$ cat src/rtl/swdiv_pkg.sv
package swdiv_pkg;
  // Default sizing of the divider
  localparam int unsigned SWDIV_M_W    = 9;   // main counter width
  localparam int unsigned SWDIV_A_W    = 4;   // swallow counter width
  localparam int unsigned SWDIV_PRE_LO = 10;  // low modulus; high is this plus one

  // Modulus choice handed from the swallow counter to the stage
  typedef enum logic {
    MOD_LO = 1'b0,
    MOD_HI = 1'b1
  } swdiv_mod_e;
endpackage

$ cat src/rtl/swdiv_prescaler.sv
module swdiv_prescaler
  import swdiv_pkg::*;
#(
  parameter int unsigned PRE_LO = SWDIV_PRE_LO
) (
  input  logic       clk_i,
  input  logic       rst_i,
  input  logic       restart_i,  // output-cycle boundary
  input  logic       idle_i,     // bypass: stage held
  input  swdiv_mod_e mod_i,
  output logic       term_o      // last clock of a stage period
);
  localparam int unsigned PC_W = $clog2(PRE_LO + 1);
  localparam logic [PC_W-1:0] LAST_LO = PC_W'(PRE_LO - 1);
  localparam logic [PC_W-1:0] LAST_HI = PC_W'(PRE_LO);

  logic [PC_W-1:0] pc_q;
  logic [PC_W-1:0] last_cnt;

  assign last_cnt = (mod_i == MOD_HI) ? LAST_HI : LAST_LO;
  assign term_o   = !idle_i && (pc_q == last_cnt);

  always_ff @(posedge clk_i) begin
    if (rst_i || restart_i || idle_i) begin
      pc_q <= '0;
    end else if (term_o) begin
      pc_q <= '0;
    end else begin
      pc_q <= pc_q + 1'b1;
    end
  end

  // at modulus 10 the stage count never reaches 10
  assert_presc_bound_R1: assert property (@(posedge clk_i) disable iff (rst_i)
    (mod_i == MOD_LO) |-> (pc_q < LAST_HI));

  // in bypass the stage stays parked at zero
  assert_presc_idle_R3: assert property (@(posedge clk_i) disable iff (rst_i)
    idle_i |-> (pc_q == '0));
endmodule

$ cat src/rtl/swdiv_swallow_ctr.sv
module swdiv_swallow_ctr
  import swdiv_pkg::*;
#(
  parameter int unsigned A_W = SWDIV_A_W
) (
  input  logic           clk_i,
  input  logic           rst_i,
  input  logic           load_i,   // output-cycle boundary
  input  logic [A_W-1:0] a_i,      // new swallow count
  input  logic           idle_i,   // bypass
  input  logic           step_i,   // one stage period completed
  output swdiv_mod_e     mod_o
);
  logic [A_W-1:0] ac_q;

  assign mod_o = (!idle_i && (ac_q != '0)) ? MOD_HI : MOD_LO;

  always_ff @(posedge clk_i) begin
    if (rst_i || load_i) begin
      ac_q <= a_i;
    end else if (step_i && !idle_i && (ac_q != '0)) begin
      ac_q <= ac_q - 1'b1;
    end
  end

  // each completed stage period at modulus 11 uses up one swallow count
  assert_swallow_step_R2: assert property (@(posedge clk_i) disable iff (rst_i)
    (!load_i && step_i && !idle_i && (ac_q != '0)) |=> (ac_q == $past(ac_q) - 1'b1));
endmodule

$ cat src/rtl/swdiv_main_ctr.sv
module swdiv_main_ctr
  import swdiv_pkg::*;
#(
  parameter int unsigned M_W = SWDIV_M_W
) (
  input  logic           clk_i,
  input  logic           rst_i,
  input  logic           restart_i,
  input  logic           step_i,
  input  logic [M_W-1:0] m_i,      // active M
  output logic           last_o    // count has reached M
);
  logic [M_W-1:0] mc_q;

  assign last_o = (mc_q == m_i);

  always_ff @(posedge clk_i) begin
    if (rst_i || restart_i) begin
      mc_q <= '0;
    end else if (step_i) begin
      mc_q <= mc_q + 1'b1;
    end
  end

  // the main count never passes the active M
  assert_main_bound_R1: assert property (@(posedge clk_i) disable iff (rst_i)
    mc_q <= m_i);
endmodule

$ cat src/rtl/swdiv_cfg_latch.sv
module swdiv_cfg_latch
  import swdiv_pkg::*;
#(
  parameter int unsigned M_W = SWDIV_M_W
) (
  input  logic           clk_i,
  input  logic           rst_i,
  input  logic           load_i,
  input  logic [M_W-1:0] m_i,
  input  logic           bypass_i,
  output logic [M_W-1:0] m_o,
  output logic           bypass_o
);
  always_ff @(posedge clk_i) begin
    if (rst_i || load_i) begin
      m_o      <= m_i;
      bypass_o <= bypass_i;
    end
  end

  // the active setting moves only at a boundary
  assert_cfg_hold_R6: assert property (@(posedge clk_i) disable iff (rst_i)
    !load_i |=> ($stable(m_o) && $stable(bypass_o)));
endmodule

$ cat src/rtl/swdiv_feedback.sv
module swdiv_feedback
  import swdiv_pkg::*;
#(
  parameter int unsigned M_W    = SWDIV_M_W,
  parameter int unsigned A_W    = SWDIV_A_W,
  parameter int unsigned PRE_LO = SWDIV_PRE_LO
) (
  input  logic           clk_i,
  input  logic           rst_i,
  input  logic [M_W-1:0] div_m_i,
  input  logic [A_W-1:0] div_a_i,
  input  logic           bypass_i,
  output logic           pulse_o
);
  logic [M_W-1:0] m_q;
  logic           byp_q;
  logic           presc_term;
  logic           main_step;
  logic           main_last;
  swdiv_mod_e     mod_sel;

  // In bypass the main counter advances on every input clock
  assign main_step = byp_q ? 1'b1 : presc_term;
  assign pulse_o   = main_step && main_last;

  swdiv_cfg_latch #(.M_W(M_W)) u_cfg (
    .clk_i    (clk_i),
    .rst_i    (rst_i),
    .load_i   (pulse_o),
    .m_i      (div_m_i),
    .bypass_i (bypass_i),
    .m_o      (m_q),
    .bypass_o (byp_q)
  );

  swdiv_prescaler #(.PRE_LO(PRE_LO)) u_presc (
    .clk_i     (clk_i),
    .rst_i     (rst_i),
    .restart_i (pulse_o),
    .idle_i    (byp_q),
    .mod_i     (mod_sel),
    .term_o    (presc_term)
  );

  swdiv_swallow_ctr #(.A_W(A_W)) u_swallow (
    .clk_i  (clk_i),
    .rst_i  (rst_i),
    .load_i (pulse_o),
    .a_i    (div_a_i),
    .idle_i (byp_q),
    .step_i (presc_term),
    .mod_o  (mod_sel)
  );

  swdiv_main_ctr #(.M_W(M_W)) u_main (
    .clk_i     (clk_i),
    .rst_i     (rst_i),
    .restart_i (pulse_o),
    .step_i    (main_step),
    .m_i       (m_q),
    .last_o    (main_last)
  );

  // a pulse is one clock wide unless the next ratio is 1
  assert_pulse_width_R4: assert property (@(posedge clk_i) disable iff (rst_i)
    (pulse_o && !(bypass_i && (div_m_i == '0))) |=> !pulse_o);
endmodule

$ cat config.mk
export PLATFORM = sky130hd
export DESIGN_NAME = swdiv_feedback
export DESIGN_NICKNAME = d
export VERILOG_FILES = /design/src/rtl/swdiv_pkg.sv /design/src/rtl/swdiv_prescaler.sv /design/src/rtl/swdiv_swallow_ctr.sv /design/src/rtl/swdiv_main_ctr.sv /design/src/rtl/swdiv_cfg_latch.sv /design/src/rtl/swdiv_feedback.sv
export SDC_FILE = /design/constraint.sdc
export NUM_CORES = 1
export LEC_CHECK = 0
export ABC_AREA = 1
export BUFFER_PORTS_ARGS = -buffer_cell sky130_fd_sc_hd__buf_2
export CAP_MARGIN = 40
export CORE_ASPECT_RATIO = 1.75
export CORE_MARGIN = 1.5
export CORE_UTILIZATION = 25
export CTS_CLUSTER_SIZE = 30
export DETAILED_ROUTE_END_ITERATION = 7
export SETUP_SLACK_MARGIN = 0.05
export SYNTH_ARGS = -nofsm -noshare
export SYNTH_HDL_FRONTEND = slang
export SYNTH_HIERARCHICAL = 1
export SYNTH_SLANG_ARGS = --single-unit
$ cat constraint.sdc
create_clock -name clk_i -period 1.9 [get_ports clk_i]
set_clock_uncertainty 0.1 [all_clocks]
set_input_delay 0.095 -clock clk_i [delete_from_list [all_inputs] [get_ports clk_i]]
set_output_delay 0.095 -clock clk_i [all_outputs]
set_load 0.03 [all_outputs]
==> flow_summary.ini <==
[cells_and_area]
multi_input_area_um2 = 652
syn_to_final_growth_pct = 42.2
stdcell_count = 280
n_antenna_cell = 0
drive_gt1_share_pct = 28.4
layout.nets = 245
most-common-layout-cells = nand2_1, inv_1, nor2_1
finalInstanceArea_um2 = 1950
fillers = 552
regArea_um2 = 681
final_common_cell = nand2_1

[logic_synthesis]
ys_seq_elements = 27
synth_area_um2 = 1370
postSynthNetCount = 194
synth_cell_types = 22
synthCells = 175
yosys_warnings = 6
seq_area_frac_synth_pct = 49.7
avgSynthCellArea_um2 = 7.83

[critical_path]
crit_required_ns = 1.70
critPathMaxFanout = 4
worstPathArrival_ns = 1.80
critical_path.endpoint_type = output port
startpoint_type = flip-flop
path_class = flip-flop to output port

[power_and_ir_drop]
leakage_nw = 0.885
peakVddDrop_mv = 0.363
p_per_area_nw_per_um2 = 582

[sta]
relSlewSlack_pct = 78.2
fin_ws_ns = -0.0940
fin_crit_ns = 1.99
fmax_mhz = 502
worstMarginPinSlew_ns = 0.327
fin_hold_ws_ns = 0.00561
final_max_slew_viol_count = 0
rsz0062_at_grt = true
min_period_over_period_pct = 105
setup_violations = 25
hold_viol_final = 0

[die]
die_y_um = 101
dieArea_um2 = 5950
die_w_um = 59.0
ios = 17
start_util_pct = 26.1
rows = 35
core-area_um2 = 5260

[grt]
grt_first_pass_wirelength_mm = 5.09
grt_max_degree = 15
first_global_vias = 1270
grt_usage_pct = 10.8
grt_remaining_overflow = 0
antenna_found_initial = 0

[cts]
htree_levels = 1
cts_buffers = 3
clk_pin_slew_ns = 0.08
clk_root_buffer_cell = clkbuf_8
cts_tree = done
cts.sinks = 27
clk_latency_ns = 0.26
clock_path_buffers = 2

[status]
status = finished, violations left
violations = negative setup slack

[place]
routabilityCongestion = 0.785
dp_cells = 259
place_area_um2 = 1650
place.port_buffers = 16
dpl.hpwl_mm = 1.98

[routing]
drt_wl_total_mm = 2.68
via_per_inst = 4.29
ant_nets = 0
wl_per_cell_um = 9.58
first_iter_violations = 22
drc = 0
vias = 1202
first_pass_iters = 3

[run]
drv_cap = 0

[min_path]
hold_path_class = primary input to flip-flop
[layout make-up]
class,instances,share of cell area (%)
sequential,27,34.9
multi-input combinational,111,33.5
timing repair buffer,45,18.0
inverter,38,7.71
tap,55,3.53
clock buffer,4,2.31
[metrics by stage]
stage | utilization [%] | power [mW] | worst slack, ns | TNS, ns
6_report | 37.1 | 1.13 | -0.0940 | -0.957
5_1_grt | 37.1 | 1.21 | -0.258 | -5.57
4_1_cts | 36.4 | 1.15 | -0.0652 | -0.743
3_5_place_dp | 31.4 | 0.796 | -0.0850 | -0.880
3_3_place_gp | 31.4 | 0.795 | -0.0234 | -0.0403
2_1_floorplan | - | 0.743 | -0.0440 | -0.574
[cells by family (layout without fill, tap and decap cells)]
logic type | count (synthesis) | in the layout | synth area share, %
compound gates | 13 | 13 | 5.02
fa+ha+maj | 3 | 3 | 2.74
simple gates | 88 | 89 | 28.3
xor+xnor | 6 | 6 | 3.84
buf+inv | 38 | 87 | 10.4
flops | 27 | 27 | 49.7
[what timing repair did]
action | CTS | global route
resized for setup | 10 | 10
hold endpoints to repair | 11 | 0
hold buffers | 11 | 0
cloned | 1 | 0
pin swaps | 3 | 1
endpoints found under the setup margin | 32 | 32
setup buffers | 5 | 0
[worst max-delay path, cell delays in order, from the launching register on]
cell and delay (ns):
edfxtp_1 0.41, inv_2 0.09, ha_4 0.14, a31oi_4 0.08, inv_1 0.06, nand2_1 0.04
nand2_1 0.07, nand3_2 0.09, inv_2 0.09, nor2_4 0.04, nor2_4 0.18, buf_6 0.13
buf_6 0.11
[report_power, final]
part | internal (mW) | total [mW] | switching (mW)
Clock | 0.150 | 0.314 | 0.164
Sequential | 0.641 | 0.659 | 0.0175
Combinational | 0.0845 | 0.161 | 0.0763
Total | 0.876 | 1.13 | 0.258
[path summary, 6_finish.rpt]
path	from	endpoint	slack, ns	cells after the start
min	div_a_i[0]	u_swallow/ac_q[0]$_DFFE_PP_	0.006	3
max reg2reg	u_swallow/ac_q[0]$_DFFE_PP_	u_swallow/ac_q[2]$_DFFE_PP_	-0.07	15
min reg2reg	u_presc/pc_q[0]$_SDFF_PP0_	u_presc/pc_q[0]$_SDFF_PP0_	0.39	1
max	u_swallow/ac_q[0]$_DFFE_PP_	pulse_o	-0.09	12
[cell usage after synthesis, drive strengths merged]
| master | number | share of area, % |
|---|---|---|
| a21oi | 5 | 1.8 |
| a31oi | 1 | 0.46 |
| dfxtp | 13 | 19 |
| edfxtp | 14 | 31 |
| ha | 3 | 2.7 |
| inv | 38 | 10 |
| nand2 | 49 | 14 |
| nand3 | 10 | 4.4 |
| nand3b | 1 | 0.55 |
| nand4 | 2 | 0.91 |
| nor2 | 25 | 8.5 |
| nor3 | 1 | 0.36 |
| o21a | 1 | 0.55 |
| o21ai | 6 | 2.2 |
| xnor2 | 5 | 3.2 |
| xor2 | 1 | 0.64 |
[per-layer routing]
layer  vias up  track usage [%]  wire length (um)
li1        640                -                 -
met1       542             10.8               981
met2        14             20.5              1580
met3         6             1.41                43
met4         0             5.59                76
met5         -                0                 0
[state kept, by name, summed over array words and instances (netlist names)]
| register | count |
|---|---|
| u_cfg/m_o | 9 |
| u_main/mc_q | 9 |
| u_presc/pc_q | 4 |
| u_swallow/ac_q | 4 |
| u_cfg/bypass_o | 1 |
Note: power is estimated with default switching activity, not from simulation.
